<file path="config.mk">
export PLATFORM = sky130hd
export DESIGN_NAME = trace_sampler
export DESIGN_NICKNAME = d
export VERILOG_FILES = /design/src/rtl/trace_sampler_pkg.sv /design/src/rtl/trace_sampler_period.sv /design/src/rtl/trace_sampler_counters.sv /design/src/rtl/trace_sampler_ring.sv /design/src/rtl/trace_sampler.sv
export SDC_FILE = /design/constraint.sdc
export NUM_CORES = 1
export LEC_CHECK = 0
export BUFFER_PORTS_ARGS = -buffer_cell sky130_fd_sc_hd__buf_2
export CELL_PAD_IN_SITES_DETAIL_PLACEMENT = 1
export CELL_PAD_IN_SITES_GLOBAL_PLACEMENT = 2
export CORE_ASPECT_RATIO = 0.5
export CORE_MARGIN = 5
export CORE_UTILIZATION = 39
export CTS_CLUSTER_DIAMETER = 120
export CTS_CLUSTER_SIZE = 12
export DETAILED_ROUTE_END_ITERATION = 10
export PLACE_DENSITY = 0.88
export SYNTH_ARGS = -nofsm -noshare
export SYNTH_HDL_FRONTEND = slang
export SYNTH_SLANG_ARGS = --single-unit
</file>
<file path="constraint.sdc">
create_clock -name clk -period 6.4 [get_ports clk]
set_clock_uncertainty 0.2 [all_clocks]
set_input_delay 1.28 -clock clk [delete_from_list [all_inputs] [get_ports clk]]
set_output_delay 1.28 -clock clk [all_outputs]
set_load 0.02 [all_outputs]
</file>
<file path="src/rtl/trace_sampler_pkg.sv">
`timescale 1ns/1ps
package trace_sampler_pkg;
    localparam int WORD_W       = 64;
    localparam int SEL_W        = 7;
    localparam int LOAD_W       = 32;
    localparam int SZ_W         = 3;
    localparam int MIN_RING_LOG = 12;
    localparam int REC_BEATS    = 4;
    localparam int BEAT_BYTES   = WORD_W / 8;
    localparam int REC_BYTES    = REC_BEATS * BEAT_BYTES;
    localparam int BEAT_IDX_W   = $clog2(REC_BEATS);

    // MSB-first bit b lives at index 63-b
    localparam int ON_IDX   = 63;
    localparam int MODE_IDX = 62;
    localparam logic [WORD_W-1:0] BASE_ADDR_MASK = 64'h00FF_FFFF_FFFF_E000;

    typedef enum logic [1:0] {ST_OFF, ST_RUN, ST_SEND, ST_DRAIN} trc_state_e;

    typedef struct packed {
        logic [1:0]        samp_sel;
        logic [LOAD_W-1:0] load;
        logic [SEL_W-1:0]  sel_a;
        logic [SEL_W-1:0]  sel_b;
        logic [SZ_W-1:0]   ring_sz;
        logic [12:0]       rsvd;
    } trace_ctl_t;
endpackage

</file>
<file path="src/rtl/trace_sampler_period.sv">
`timescale 1ns/1ps
module trace_sampler_period
    import trace_sampler_pkg::*;
(
    input  logic              clk,
    input  logic              rst_n,
    input  logic              run_i,
    input  logic [LOAD_W-1:0] load_i,
    output logic              ovf_o
);
    logic [LOAD_W-1:0] cnt_q;

    always_ff @(posedge clk or negedge rst_n) begin
        if (!rst_n) begin
            cnt_q <= '0;
        end else if (!run_i || cnt_q == '0) begin
            cnt_q <= load_i;
        end else begin
            cnt_q <= cnt_q - 1'b1;
        end
    end

    assign ovf_o = run_i && (cnt_q == '0);

    // an overflow reloads the period value
    a_r4_reload: assert property (@(posedge clk) disable iff (!rst_n)
        (run_i && cnt_q == '0) |=> (cnt_q == $past(load_i)));
endmodule

</file>
<file path="src/rtl/trace_sampler_counters.sv">
`timescale 1ns/1ps
module trace_sampler_counters
    import trace_sampler_pkg::*;
#(
    parameter int EVT_W = 16
) (
    input  logic              clk,
    input  logic              rst_n,
    input  logic              run_i,
    input  logic [EVT_W-1:0]  evt_i,
    input  logic [SEL_W-1:0]  sel_a_i,
    input  logic [SEL_W-1:0]  sel_b_i,
    output logic [WORD_W-1:0] cnt_a_o,
    output logic [WORD_W-1:0] cnt_b_o,
    output logic [WORD_W-1:0] stamp_o
);
    localparam int PAD_W = 1 << SEL_W;

    logic [PAD_W-1:0] evt_pad;
    logic             hit_a, hit_b;

    assign evt_pad = PAD_W'(evt_i);
    assign hit_a   = evt_pad[sel_a_i];
    assign hit_b   = evt_pad[sel_b_i];

    always_ff @(posedge clk or negedge rst_n) begin
        if (!rst_n) begin
            cnt_a_o <= '0;
            cnt_b_o <= '0;
            stamp_o <= '0;
        end else if (!run_i) begin
            cnt_a_o <= '0;
            cnt_b_o <= '0;
            stamp_o <= '0;
        end else begin
            cnt_a_o <= cnt_a_o + WORD_W'(hit_a);
            cnt_b_o <= cnt_b_o + WORD_W'(hit_b);
            stamp_o <= stamp_o + 1'b1;
        end
    end
endmodule

</file>
<file path="src/rtl/trace_sampler_ring.sv">
`timescale 1ns/1ps
module trace_sampler_ring
    import trace_sampler_pkg::*;
(
    input  logic                  clk,
    input  logic                  rst_n,
    input  logic                  clear_i,
    input  logic                  adv_i,
    input  logic [SZ_W-1:0]       ring_sz_i,
    input  logic [BEAT_IDX_W-1:0] beat_i,
    input  logic [WORD_W-1:0]     base_i,
    output logic [WORD_W-1:0]     addr_o
);
    localparam int OFF_W   = MIN_RING_LOG + (1 << SZ_W) - 1;
    localparam int BEAT_SH = $clog2(BEAT_BYTES);

    logic [OFF_W:0]   size_w;
    logic [OFF_W-1:0] mask, off_q, beat_off;

    assign size_w   = (OFF_W+1)'(1) << (MIN_RING_LOG + int'(ring_sz_i));
    assign mask     = OFF_W'(size_w - 1'b1);
    assign beat_off = OFF_W'(beat_i) << BEAT_SH;

    always_ff @(posedge clk or negedge rst_n) begin
        if (!rst_n) begin
            off_q <= '0;
        end else if (clear_i) begin
            off_q <= '0;
        end else if (adv_i) begin
            off_q <= (off_q + OFF_W'(REC_BYTES)) & mask;
        end
    end

    assign addr_o = base_i + WORD_W'((off_q + beat_off) & mask);

    // an idle engine restarts at the ring origin
    a_r9_offset_clear: assert property (@(posedge clk) disable iff (!rst_n)
        clear_i |=> (off_q == '0));
endmodule

</file>
<file path="src/rtl/trace_sampler.sv">
`timescale 1ns/1ps
module trace_sampler
    import trace_sampler_pkg::*;
#(
    parameter int EVT_W  = 16,
    parameter int LOST_W = 16
) (
    input  logic              clk,
    input  logic              rst_n,
    input  logic [63:0]       cfg_base_i,
    input  logic [63:0]       cfg_trace_i,
    input  logic [EVT_W-1:0]  evt_i,
    input  logic [63:0]       pc_i,
    output logic              wr_valid_o,
    input  logic              wr_ready_i,
    output logic [63:0]       wr_addr_o,
    output logic [63:0]       wr_data_o,
    output logic [LOST_W-1:0] lost_o
);
    trc_state_e            state_q, state_d;
    trace_ctl_t            ctl;
    logic                  active, run, ovf, take, drop, accept, rec_done;
    logic [BEAT_IDX_W-1:0] beat_q;
    logic [WORD_W-1:0]     cnt_a, cnt_b, stamp;
    logic [WORD_W-1:0]     snap_q [REC_BEATS];
    logic                  cfg_unused;

    assign ctl        = trace_ctl_t'(cfg_trace_i);
    assign cfg_unused = ^{ctl.samp_sel, ctl.rsvd};
    assign active     = cfg_base_i[ON_IDX] & cfg_base_i[MODE_IDX];
    assign run        = active && (state_q == ST_RUN || state_q == ST_SEND);
    assign take       = ovf && (state_q == ST_RUN);
    assign drop       = ovf && (state_q == ST_SEND);
    assign accept     = wr_valid_o && wr_ready_i;
    assign rec_done   = accept && (beat_q == BEAT_IDX_W'(REC_BEATS - 1));

    trace_sampler_period u_period (
        .clk    (clk),
        .rst_n  (rst_n),
        .run_i  (run),
        .load_i (ctl.load),
        .ovf_o  (ovf)
    );

    trace_sampler_counters #(.EVT_W(EVT_W)) u_counters (
        .clk     (clk),
        .rst_n   (rst_n),
        .run_i   (run),
        .evt_i   (evt_i),
        .sel_a_i (ctl.sel_a),
        .sel_b_i (ctl.sel_b),
        .cnt_a_o (cnt_a),
        .cnt_b_o (cnt_b),
        .stamp_o (stamp)
    );

    trace_sampler_ring u_ring (
        .clk       (clk),
        .rst_n     (rst_n),
        .clear_i   (state_q == ST_OFF),
        .adv_i     (rec_done),
        .ring_sz_i (ctl.ring_sz),
        .beat_i    (beat_q),
        .base_i    (cfg_base_i & BASE_ADDR_MASK),
        .addr_o    (wr_addr_o)
    );

    // state register
    always_ff @(posedge clk or negedge rst_n) begin
        if (!rst_n) state_q <= ST_OFF;
        else        state_q <= state_d;
    end

    // transitions
    always_comb begin
        state_d = state_q;
        unique case (state_q)
            ST_OFF:   if (active) state_d = ST_RUN;                     // start
            ST_RUN: begin
                if (!active)  state_d = ST_OFF;                         // halt
                else if (ovf) state_d = ST_SEND;                        // fire
            end
            ST_SEND: begin
                if (rec_done)     state_d = active ? ST_RUN : ST_OFF;   // resume / finish-off
                else if (!active) state_d = ST_DRAIN;                   // wind-down
            end
            ST_DRAIN: if (rec_done) state_d = ST_OFF;                   // settle
            default:  state_d = ST_OFF;
        endcase
    end

    // outputs
    always_comb begin
        wr_valid_o = (state_q == ST_SEND) || (state_q == ST_DRAIN);
        wr_data_o  = snap_q[beat_q];
    end

    always_ff @(posedge clk or negedge rst_n) begin
        if (!rst_n) begin
            beat_q <= '0;
            for (int i = 0; i < REC_BEATS; i++) snap_q[i] <= '0;
        end else if (take) begin
            beat_q    <= '0;
            snap_q[0] <= pc_i;
            snap_q[1] <= cnt_a;
            snap_q[2] <= cnt_b;
            snap_q[3] <= stamp;
        end else if (accept) begin
            beat_q <= beat_q + 1'b1;
        end
    end

    always_ff @(posedge clk or negedge rst_n) begin
        if (!rst_n)                       lost_o <= '0;
        else if (drop && lost_o != '1)    lost_o <= lost_o + 1'b1;
    end

    // a stalled beat is held unchanged
    a_r7_hold: assert property (@(posedge clk) disable iff (!rst_n)
        (wr_valid_o && !wr_ready_i) |=>
            (wr_valid_o && $stable(wr_data_o) && $stable(wr_addr_o)));

    // a started record is never abandoned
    a_r8_intact: assert property (@(posedge clk) disable iff (!rst_n)
        (wr_valid_o && !rec_done) |=> wr_valid_o);

    // the lost-sample count sticks at its maximum
    a_r8_saturate: assert property (@(posedge clk) disable iff (!rst_n)
        (lost_o == '1) |=> (lost_o == '1));

    // the first beat of a record is the PC seen at the overflow
    a_r5_pc_first: assert property (@(posedge clk) disable iff (!rst_n)
        $rose(wr_valid_o) |-> (wr_data_o == $past(pc_i)));
endmodule

</file>
==> results.md <==
* # fillers at 7360
* DIE AREA at 73800 sq um
* Largest net degree at the start of global routing at 180
* Hold Path Origin: lost_o[11]
* GPL Wtd Cong at 0.809
* Mux cell area share after synthesis at 0.175
* Simple-gate share of the synthesized area at 0.169
* Port Buffers at 314
* Final Setup Violations at 0
* GR Overflow Total at 0
* Synth Register Bits at 519
* Hold Path Class: flop to flop
* DRT iter0 DRCs at approximately 1300
* Via count at 19914
* Post-synth top area share at 0.489
* Run status: finished, final reports clean
* Die Y at 195 microns
* Worst skew pair latency at slightly below 600 ps
* CTS H-tree lvls at 2
* RSZ-0062 raised after global routing: true
* Fin crit share at 0.963
* WL per Instance at between 20 and 25 microns
* Synth Instances at 2356
* Largest family of logic cells by synthesized area: multiplexers
* CTS tree: built
* Slew Limit Fails at 0
* Post-synth EDFFs at 0
* Tightest Pin Transition at 1130 ps
* DPL Wire Length at 51700 microns
* R2R setup slack at 2390 ps
* Post-Synth XOR/XNOR Area at 0.0580
* RR Startpoint: u_period.cnt_q[12]
* Register area at between 10000 and 15000 sq um
* Wirelength, routed at 74300 microns
* Total Power at 0.00648 W
* Final hold viol count at 0
* Critical Setup Path Class: flop to output port
* Pwr/cell area at 214 nW/um^2
* Critical path launch point type: flop
* Root buffer cell: clkbuf_16
* Fmax at roughly 0.16 GHz
* Ys async rst share at 1.00
* Pleak at 13.2 nW
* Synth Warn # at 0
* Final #Nets at ~2900
* Final antenna-violating net count at 0
* Post-DR vias/cell at between 5 and 6
* VDD IR-drop max at 0.179 mV
* Crit path capture type: output port
* Count leader, synth: dfrtp_1
* Clock buffer depth at 3
* Cts bufs inserted at 49
* Hold path cells at 1
* Multi-input logic area at 12900 sq um
* Placement Cell Area at 29000 sq um
* Core area at around 67000 sq um
* Largest area contributor in the netlist: dfrtp_1
* Vias in the first global route at between 20000 and 25000
* Total track usage at 0.199
* Adder-cell area share of the yosys netlist at 0.0123
* Hold-fix buffers, CTS at 0
* Top cells by count, synth: 519 x dfrtp_1, 259 x mux2_2, 157 x nor2_1
* Area Overhead vs Synth at 14.1%
* First-pass GRT wire length at 119000 microns
* Top FF cell, synth: dfrtp_1
* R2R depth at 6
* Worst-path clk slew at 70 ps
* CP Data Required Time at 4920 ps
* Mapped cell area at 26600 sq um
* Clk sink count at 519
* Row cnt at 67
* R2R Path End: snap_q[68]
* Remaining DRCs at 0
* Crit path max fanout at 13
* Synth Area per Inst at 11.3 sq um
* Final critical-path required period at 6170 ps
* Synth Area in Compound Gates at 0.0673
* Final instance area at a little over 30000 sq um
* Max cap viols at 0
* Arrival time worst endpoint at approximately 4700 ps
* Min-Delay Endpoint: lost_o[11]
* Synth cell types at 65
* Main area contributors after synthesis: dfrtp_1 49%, mux2_2 11%, mux4_2 6.3%
* Initial antenna violation count at 2
* Initial Utilization at 0.395
* Rel. slew slack at 0.247
* Die width at between 300 and 400 microns
* Number of I/O pins at approximately 360
* Sequential fraction of the synthesis area at 0.489
* Share of cells above drive strength 1 at 0.291
* Drt pass-1 iters at 5
[cells by family after synthesis]
logic type,count (synthesis)
compound gates,302
xor+xnor,176
fa+ha+maj,25
buf+inv,172
flops,519
mux,339
other cells,2
simple gates,821
[through the flow]
| step | TNS (ps) | setup slack [ps] | cells | hold slack (ps) | util |
|---|---|---|---|---|---|
| floorplan | 0 | 429 | 2363 | 241 | - |
| global placement | 0 | 662 | 3470 | 280 | 0.431 |
| detailed placement | 0 | 613 | 3470 | 292 | 0.431 |
| CTS | 0 | 37.5 | 3525 | 305 | 0.451 |
| global route | -70.7 | -34.1 | 3529 | 323 | 0.451 |
| finish | 0 | 235 | 3529 | 302 | 0.451 |
[per-layer routing]
layer,vias up,share of wire,track usage
met5,-,0,0
met4,0,0.019,0.0399
met3,85,0.031,0.0259
met2,291,0.51,0.349
met1,10356,0.44,0.266
li1,9182,-,-
[layout by cell type (no fill, tap or decap), types with 91 or more instances in the layout]
cell type / synthesis / final
buf_2: 11 / 313
nand2_1: 146 / 145
o21ai_0: 91 / 91
nor2_1: 157 / 157
dfrtp_1: 519 / 517
mux2_2: 259 / 259
a21oi_1: 111 / 111
nand4_1: 94 / 94
xor2_1: 98 / 98
nand3_1: 94 / 94
[worst max-delay path, stage by stage (launching register included)]
cell and delay [ps]:
dfrtp_4 400, ha_1 180, inv_1 60, fa_1 430, nand4b_1 310, buf_4 220, or3_1 300, a21oi_1 160
ha_1 210, inv_1 70, fa_1 420, nor2b_2 150, o31a_1 230, o21ai_0 100, buf_4 210, nor4_1 280
xor2_1 170, buf_2 180
[what timing repair did]
action | CTS | global route
resized for setup | 0 | 3
setup buffers | 1 | 3
pin swaps | 0 | 1
gates cloned | 0 | 0
setup endpoints to repair | 1 | 14
[sequential cells by signal, summed over array words and instances (netlist names)]
name,count
u_counters.cnt_a_o,64
u_ring.off_q,19
u_counters.stamp_o,64
u_period.cnt_q,32
beat_q,2
lost_o,16
state_q,2
u_counters.cnt_b_o,64
snap_q,256
[cell type report]
type,count,share of cell area
multi-input cells,1672,0.424
flip-flops and latches,519,0.429
clock inverters,2,0.000660
clock buffers,52,0.0422
inverters,41,0.00507
repair buffers,345,0.0623
diodes,1,0.0000825
well taps,897,0.0370
[worst max path at each step]
stage | end | cells after the start | slack, ps | start
final | wr_addr_o[53] | 17 | 230 | beat_q[0]
after global routing | wr_addr_o[51] | 17 | -30 | beat_q[0]
after CTS | wr_addr_o[41] | 17 | 40 | beat_q[0]
after detailed placement | wr_addr_o[40] | 14 | 610 | beat_q[0]
after global placement | wr_addr_o[40] | 14 | 660 | beat_q[0]
after floorplan | wr_addr_o[40] | 15 | 430 | beat_q[1]
[power breakdown]
part	total, W	internal (W)	leakage (nW)	switching (W)
clock network	0.00264	0.00140	0.640	0.00124
logic	0.000478	0.000151	5.41	0.000327
registers	0.00336	0.00332	7.18	0.0000440
total	0.00648	0.00487	13.2	0.00161
Note: power is estimated with default switching activity, not from simulation.
